File: src/rtl/gpio_bank_pkg.sv
package gpio_bank_pkg;

    localparam int CFG_BASE   = 'h100;
    localparam int CFG_STRIDE = 8;

    localparam int BIT_OUT    = 31;
    localparam int BIT_IN     = 30;
    localparam int BIT_DIR    = 2;
    localparam int BIT_SENSEN = 2;

    typedef enum logic [1:0] {
        USE_NATIVE = 2'd0,
        USE_GPIO   = 2'd1,
        USE_ALT2   = 2'd2,
        USE_ALT3   = 2'd3
    } usage_e;

    typedef struct packed {
        logic   out_lvl;
        logic   dir_in;
        usage_e usage;
    } ctl_a_t;

    typedef struct packed {
        logic       sense_off;
        logic [1:0] pull;
    } ctl_b_t;

    localparam ctl_a_t CTL_A_RST = '{out_lvl: 1'b0, dir_in: 1'b1, usage: USE_GPIO};
    localparam ctl_b_t CTL_B_RST = '{sense_off: 1'b1, pull: 2'b00};

    function automatic logic [31:0] pack_a(ctl_a_t c, logic in_lvl);
        logic [31:0] w;
        w          = '0;
        w[BIT_OUT] = c.out_lvl;
        w[BIT_IN]  = in_lvl;
        w[BIT_DIR] = c.dir_in;
        w[1:0]     = c.usage;
        return w;
    endfunction

    function automatic logic [31:0] pack_b(ctl_b_t c);
        logic [31:0] w;
        w             = '0;
        w[BIT_SENSEN] = c.sense_off;
        w[1:0]        = c.pull;
        return w;
    endfunction

    function automatic logic drives_pad(ctl_a_t c);
        return (c.usage == USE_GPIO) && !c.dir_in;
    endfunction

endpackage

File: src/rtl/gpio_sync.sv
module gpio_sync #(
    parameter int W = 8
) (
    input  logic         clk,
    input  logic         rst,
    input  logic [W-1:0] d,
    output logic [W-1:0] q
);
    logic [W-1:0] stage1;
    logic [1:0]   primed;

    always_ff @(posedge clk) begin
        if (rst) begin
            stage1 <= '0;
            q      <= '0;
            primed <= '0;
        end else begin
            stage1 <= d;
            q      <= stage1;
            if (primed != 2'd3) primed <= primed + 2'd1;
        end
    end

    // output trails the input by exactly two edges
    a_r6_two_stage: assert property (@(posedge clk) disable iff (rst)
        (primed >= 2'd2) |-> (q == $past(d, 2)));

endmodule

File: src/rtl/gpio_pin_cell.sv
module gpio_pin_cell
    import gpio_bank_pkg::*;
(
    input  logic        clk,
    input  logic        rst,
    input  logic        wr_a,
    input  logic        wr_b,
    input  logic [31:0] wdata,
    input  logic        pin_sync,
    output logic [31:0] word_a,
    output logic [31:0] word_b,
    output logic        pin_out,
    output logic        pin_oe,
    output logic [1:0]  pin_pull
);
    ctl_a_t ctl_a;
    ctl_b_t ctl_b;
    logic   in_lvl;

    always_ff @(posedge clk) begin
        if (rst) begin
            ctl_a <= CTL_A_RST;
            ctl_b <= CTL_B_RST;
        end else begin
            if (wr_a) begin
                ctl_a.out_lvl <= wdata[BIT_OUT];
                ctl_a.dir_in  <= wdata[BIT_DIR];
                ctl_a.usage   <= usage_e'(wdata[1:0]);
            end
            if (wr_b) begin
                ctl_b.sense_off <= wdata[BIT_SENSEN];
                ctl_b.pull      <= wdata[1:0];
            end
        end
    end

    always_comb begin
        in_lvl   = pin_sync & ~ctl_b.sense_off;
        word_a   = pack_a(ctl_a, in_lvl);
        word_b   = pack_b(ctl_b);
        pin_out  = ctl_a.out_lvl;
        pin_oe   = drives_pad(ctl_a);
        pin_pull = ctl_b.pull;
    end

    // output enable follows the written usage and direction
    a_r5_oe_after_write: assert property (@(posedge clk) disable iff (rst)
        wr_a |=> (pin_oe == ($past(wdata[1:0]) == 2'd1 && !$past(wdata[2]))));

    // setting sense-disable silences the input bit
    a_r7_sense_off_zero: assert property (@(posedge clk) disable iff (rst)
        (wr_b && wdata[2]) |=> (word_a[30] == 1'b0));

    // pull outputs follow a second-word write
    a_r4_pull_follows: assert property (@(posedge clk) disable iff (rst)
        wr_b |=> (pin_pull == $past(wdata[1:0])));

endmodule

File: src/rtl/gpio_bank.sv
module gpio_bank
    import gpio_bank_pkg::*;
#(
    parameter int                  NUM_PINS = 95,
    parameter int                  ADDR_W   = 12,
    parameter logic [NUM_PINS-1:0] RSV_INIT = '1
) (
    input  logic                  clk,
    input  logic                  rst,
    input  logic                  bus_we,
    input  logic [ADDR_W-1:0]     bus_addr,
    input  logic [31:0]           bus_wdata,
    output logic [31:0]           bus_rdata,
    input  logic [NUM_PINS-1:0]   pad_in,
    output logic [NUM_PINS-1:0]   pad_out,
    output logic [NUM_PINS-1:0]   pad_oe,
    output logic [2*NUM_PINS-1:0] pull_sel
);
    localparam int NUM_WORDS = (NUM_PINS + 31) / 32;
    localparam int BMAP_W    = NUM_WORDS * 32;
    localparam int IDX_W     = ADDR_W - 3;
    localparam int SEL_W     = $clog2(NUM_PINS);
    localparam int CFG_END   = CFG_BASE + CFG_STRIDE * NUM_PINS;
    localparam logic [BMAP_W-1:0] VALID = BMAP_W'({NUM_PINS{1'b1}});

    logic [BMAP_W-1:0]   rsv;
    logic [NUM_PINS-1:0] pad_sync;
    logic [31:0]         wa_arr [NUM_PINS];
    logic [31:0]         wb_arr [NUM_PINS];

    logic              aligned, bmap_hit, cfg_hit, cfg_hi;
    logic [ADDR_W-3:0] bmap_word;
    logic [ADDR_W-1:0] cfg_off;
    logic [IDX_W-1:0]  cfg_pin;
    logic [SEL_W-1:0]  pin_sel;

    always_comb begin
        aligned   = (bus_addr[1:0] == 2'b00);
        bmap_word = bus_addr[ADDR_W-1:2];
        bmap_hit  = aligned && (bus_addr < ADDR_W'(4 * NUM_WORDS));
        cfg_off   = bus_addr - ADDR_W'(CFG_BASE);
        cfg_pin   = cfg_off[ADDR_W-1:3];
        cfg_hi    = cfg_off[2];
        cfg_hit   = aligned && (bus_addr >= ADDR_W'(CFG_BASE))
                    && (cfg_pin < IDX_W'(NUM_PINS));
        pin_sel   = cfg_pin[SEL_W-1:0];
    end

    always_ff @(posedge clk) begin
        if (rst) begin
            rsv <= BMAP_W'(RSV_INIT);
        end else if (bus_we && bmap_hit) begin
            for (int k = 0; k < NUM_WORDS; k++) begin
                if (bmap_word == (ADDR_W-2)'(k))
                    rsv[k*32 +: 32] <= bus_wdata & VALID[k*32 +: 32];
            end
        end
    end

    gpio_sync #(.W(NUM_PINS)) u_sync (
        .clk (clk),
        .rst (rst),
        .d   (pad_in),
        .q   (pad_sync)
    );

    for (genvar i = 0; i < NUM_PINS; i++) begin : g_pin
        logic sel;
        assign sel = bus_we && cfg_hit && (pin_sel == SEL_W'(i));
        gpio_pin_cell u_cell (
            .clk      (clk),
            .rst      (rst),
            .wr_a     (sel && !cfg_hi),
            .wr_b     (sel && cfg_hi),
            .wdata    (bus_wdata),
            .pin_sync (pad_sync[i]),
            .word_a   (wa_arr[i]),
            .word_b   (wb_arr[i]),
            .pin_out  (pad_out[i]),
            .pin_oe   (pad_oe[i]),
            .pin_pull (pull_sel[2*i +: 2])
        );
    end

    always_comb begin
        bus_rdata = '0;
        if (bmap_hit)
            bus_rdata = rsv[int'(bmap_word)*32 +: 32];
        else if (cfg_hit)
            bus_rdata = cfg_hi ? wb_arr[pin_sel] : wa_arr[pin_sel];
    end

    // offsets past the last configuration word read zero
    a_r8_unmapped_zero: assert property (@(posedge clk) disable iff (rst)
        (bus_addr >= ADDR_W'(CFG_END)) |-> (bus_rdata == 32'd0));

    // the unused top bit of the last bitmap word never reads 1
    if (NUM_PINS % 32 != 0) begin : g_top_chk
        a_r2_top_bits_zero: assert property (@(posedge clk) disable iff (rst)
            (bus_addr == ADDR_W'(4 * (NUM_WORDS - 1))) |-> (bus_rdata[31] == 1'b0));
    end

endmodule

File: config.mk
export PLATFORM = sky130hd
export DESIGN_NAME = gpio_bank
export DESIGN_NICKNAME = d
export VERILOG_FILES = /design/src/rtl/gpio_bank_pkg.sv /design/src/rtl/gpio_sync.sv /design/src/rtl/gpio_pin_cell.sv /design/src/rtl/gpio_bank.sv
export SDC_FILE = /design/constraint.sdc
export NUM_CORES = 2
export LEC_CHECK = 0
export CORE_ASPECT_RATIO = 0.9
export CORE_UTILIZATION = 55
export DETAILED_ROUTE_END_ITERATION = 7
export HOLD_SLACK_MARGIN = 0.05
export PLACE_DENSITY = 0.77
export SYNTH_ARGS = -nofsm -noshare
export SYNTH_HDL_FRONTEND = slang
export SYNTH_SLANG_ARGS = --single-unit
File: constraint.sdc
create_clock -name clk -period 3.4 [get_ports clk]
set_input_delay 0.51 -clock clk [delete_from_list [all_inputs] [get_ports clk]]
set_output_delay 0.51 -clock clk [all_outputs]
set_load 0.02 [all_outputs]
==> results.sh <==
export IMPL_maxSlewViolCount=0
export IMPL_start_util=0.5595
export IMPL_core_rowCount=98
export IMPL_intPower_uw=18570
export IMPL_ir_drop_v=0.0003717
export IMPL_numClockSinks=950
export IMPL_grt_pass1_wl_mm=235.0
export IMPL_power_leakage_uw=0.02053
export IMPL_synth_edf_count=0
export IMPL_die_h_um=272.5
export IMPL_cts_tree="done"
export IMPL_place_congestion=0.9796
export IMPL_path_clk_slew_ns=0.06
export IMPL_drive_gt1_frac=0.1392
export IMPL_clockBufferDepth=3
export IMPL_setup_worst_path_start_class="primary input"
export IMPL_max_slew_margin=0.4074
export IMPL_synth_distinct_cells=64
export IMPL_htree_levels=3
export IMPL_finalHoldViolCount=0
export IMPL_via_per_inst=6.333
export IMPL_multi_input_area_um2=21220
export IMPL_max_freq_mhz=287.7
export IMPL_routed_wl_mm=161.2
export IMPL_fin_util=0.6696
export IMPL_ctsHoldBuffers=0
export IMPL_grt_max_degree=160
export IMPL_final_cell_mix="940 x dfxtp_1, 849 x nand2_1, 533 x clkdlybuf4s50_1"
export IMPL_drt_pass1_iter_count=8
export IMPL_path_cells="buf_12 > buf_12 > buf_12 > mux4_2 > o22ai_1 > o21ai_0 > o211ai_1 > a31o_2 > a211oi_2 > buf_4"
export IMPL_synth_ff_type="dfxtp_1"
export IMPL_clk_insertion_delay_late_ns=0.66
export IMPL_synth_seq_area_share=0.4252
export IMPL_syn_to_final_growth_pct=19.67
export IMPL_synth_seq_cells=950
export IMPL_total_power_uw=24280
export IMPL_violations="negative setup slack"
export IMPL_outcome="finished with violations"
export IMPL_final_common_cell="dfxtp_1"
export IMPL_cts_root_buf="clkbuf_16"
export IMPL_drtAntennaViolNets=0
export IMPL_path_buf_inv=4
export IMPL_pwr_share_seq=0.464
export IMPL_swShare=0.2353
export IMPL_antenna_found_initial=10
export IMPL_grt_usage=0.3753
export IMPL_avgSynthCellArea_um2=8.830
export IMPL_grt_pass1_vias=37130
export IMPL_register_area_um2=19030
export IMPL_place_hpwl_mm=111.2
export IMPL_syn_num_nets=5210
export IMPL_slowest_delay_ns=0.49
export IMPL_postSynthCellCount=5066
export IMPL_p_per_area_nw_per_um2=453.6
export IMPL_fillers=6279
export IMPL_tightest_slew_ns=0.8871
export IMPL_whs_ns=0.2512
export IMPL_wire_per_inst_um=25.45
export IMPL_critical_path_max_fanout=20
export IMPL_post_route_worst_setup_slack_ns=-0.07623
export IMPL_drc_errors=0
export IMPL_coreArea_um2=79950
export IMPL_switching_power_uw=5714
export IMPL_gr_total_overflow=0
export IMPL_holdCritPathClass="in -> reg"
export IMPL_clock_skew_ns=0.01043
export IMPL_pwr_share_clk=0.464
export IMPL_finalCriticalPeriod_ns=3.476
export IMPL_reg2reg_slack_ns=2.42
export IMPL_die_w_um=302.6
export IMPL_fin_area_um2=53530
export IMPL_crit_path_end_kind="output port"
export IMPL_rsz0062_at_grt="yes"
export IMPL_io_buffers=553
export IMPL_nets=5346
export IMPL_yosys_warnings=0
export IMPL_finalCritPeriodShare=1.022
export IMPL_arrival_ns=2.97
export IMPL_synth_area_um2=44730
export IMPL_synthArstFlopShare=0
export IMPL_die_area_um2=82470
export IMPL_cts_made_buffers=96
export IMPL_pin_count=554
export IMPL_cp_common_cell="buf_12"
export IMPL_finalSetupViolCount=2
export IMPL_vias=40110
export IMPL_crit_type="in -> out"
export IMPL_cpLargestDelayFamily="compound AO/OA/AOI/OAI gates"
export IMPL_critPathRequiredTime_ns=2.89
export IMPL_drt_iter0_drc=5483
export IMPL_p_comb_frac=0.072
export IMPL_drv_cap=0
export IMPL_worst_path_max_delay_cell="a211oi_2"
export IMPL_place_area_um2=49680
-- sequential cells by signal, summed over array words and instances, names as in the netlist --
name	flops
g_pin.u_cell.word_a	285
g_pin.u_cell.pin_pull	190
g_pin.u_cell.pin_out	95
g_pin.u_cell.word_b	95
rsv	95
u_sync.q	95
u_sync.stage1	95
-- path summary, 6_finish.rpt --
check,cells after the start,end,from
setup reg to reg,1,u_sync.q[57]$_SDFF_PP0_,u_sync.stage1[57]$_SDFF_PP0_
setup / recovery,10,bus_rdata[0],bus_addr[4]
hold / removal,3,g_pin[47].u_cell.word_a[0]$_SDFFE_PP1P_,bus_wdata[0]
hold reg to reg,1,u_sync.q[27]$_SDFF_PP0_,u_sync.stage1[27]$_SDFF_PP0_
-- synth_stat cells, types with 4 or more instances --
| master | n | area [µm²] |
|---|---|---|
| mux2_2 | 10 | 112.6 |
| a31oi_1 | 13 | 81.33 |
| buf_1 | 18 | 67.56 |
| nand3_1 | 408 | 2042 |
| clkbuf_1 | 278 | 1044 |
| mux4_2 | 156 | 3513 |
| buf_4 | 402 | 3018 |
| a211oi_1 | 7 | 52.55 |
| nor3_1 | 14 | 70.07 |
| nor2_1 | 273 | 1025 |
| o21ai_0 | 152 | 760.7 |
| nor3b_1 | 102 | 765.7 |
| inv_1 | 18 | 67.56 |
| a21oi_1 | 335 | 1677 |
| a32oi_1 | 8 | 70.07 |
| nand4_1 | 13 | 81.33 |
| nor4_4 | 7 | 148.9 |
| o211ai_1 | 10 | 75.07 |
| o22ai_1 | 9 | 56.30 |
| and3b_1 | 4 | 35.03 |
| dfxtp_1 | 950 | 19020 |
| a221oi_1 | 32 | 280.3 |
| a22o_1 | 7 | 61.31 |
| and3_1 | 101 | 631.9 |
| nand3b_1 | 121 | 908.4 |
| nand2b_1 | 9 | 56.30 |
| a211o_1 | 107 | 937.2 |
| o2111ai_1 | 5 | 43.79 |
| nor4_1 | 6 | 37.54 |
| a22oi_1 | 34 | 255.2 |
| nand2_1 | 850 | 3191 |
| nor2b_1 | 241 | 1508 |
| buf_2 | 111 | 555.5 |
| or3_1 | 6 | 37.54 |
| mux2i_1 | 193 | 1932 |
| buf_6 | 6 | 67.56 |
| or2_2 | 4 | 25.02 |
-- power groups by stage --
stage	sequential [µW]	combinational, µW	clock (µW)
final	11300	1740	11300
after global routing	11300	1790	11700
after CTS	11300	1650	11300
after detailed placement	11500	1620	0
after global placement	11500	1610	0
after floorplan	11500	838	0
-- cell type report --
| type | instances | area share |
|---|---|---|
| Clock buffer | 133 | 0.05163 |
| Timing Repair Buffer | 853 | 0.1598 |
| Antenna cell | 4 | 0.0001870 |
| Clock inverter | 42 | 0.01056 |
| Multi-Input combinational cell | 3282 | 0.3964 |
| Inverter | 19 | 0.001379 |
| Sequential cell | 950 | 0.3555 |
| Tap cell | 1050 | 0.02454 |
-- cells by family after synthesis --
kind of cell | share of synthesized area
fa+ha+maj | 0.0005594
buf+inv | 0.1078
simple gates | 0.2381
compound gates | 0.1041
mux | 0.1243
flops | 0.4252
-- metal layers --
metal	GRT usage	wire length [µm]
met1	0.4951	59640
met2	0.5728	72070
met3	0.09413	20560
met4	0.1842	8788
met5	0	92
-- metrics by stage --
step           setup TNS, ns  instances  worst slack, ns
6_report             -0.1235       6333         -0.07623
5_1_grt              -0.1694       6330         -0.06093
4_1_cts             -0.05305       6315         -0.02875
3_5_place_dp          -9.119       6135          -0.5521
3_3_place_gp          -7.965       6135          -0.5588
2_1_floorplan              0       5066           0.3624
-- repair_timing --
item	CTS	global route
buffers inserted	4	13
setup endpoints to repair	5	5
pin swaps	5	3
resized for setup	46	42
gates cloned	1	1
Note: power is estimated with default switching activity, not from simulation.
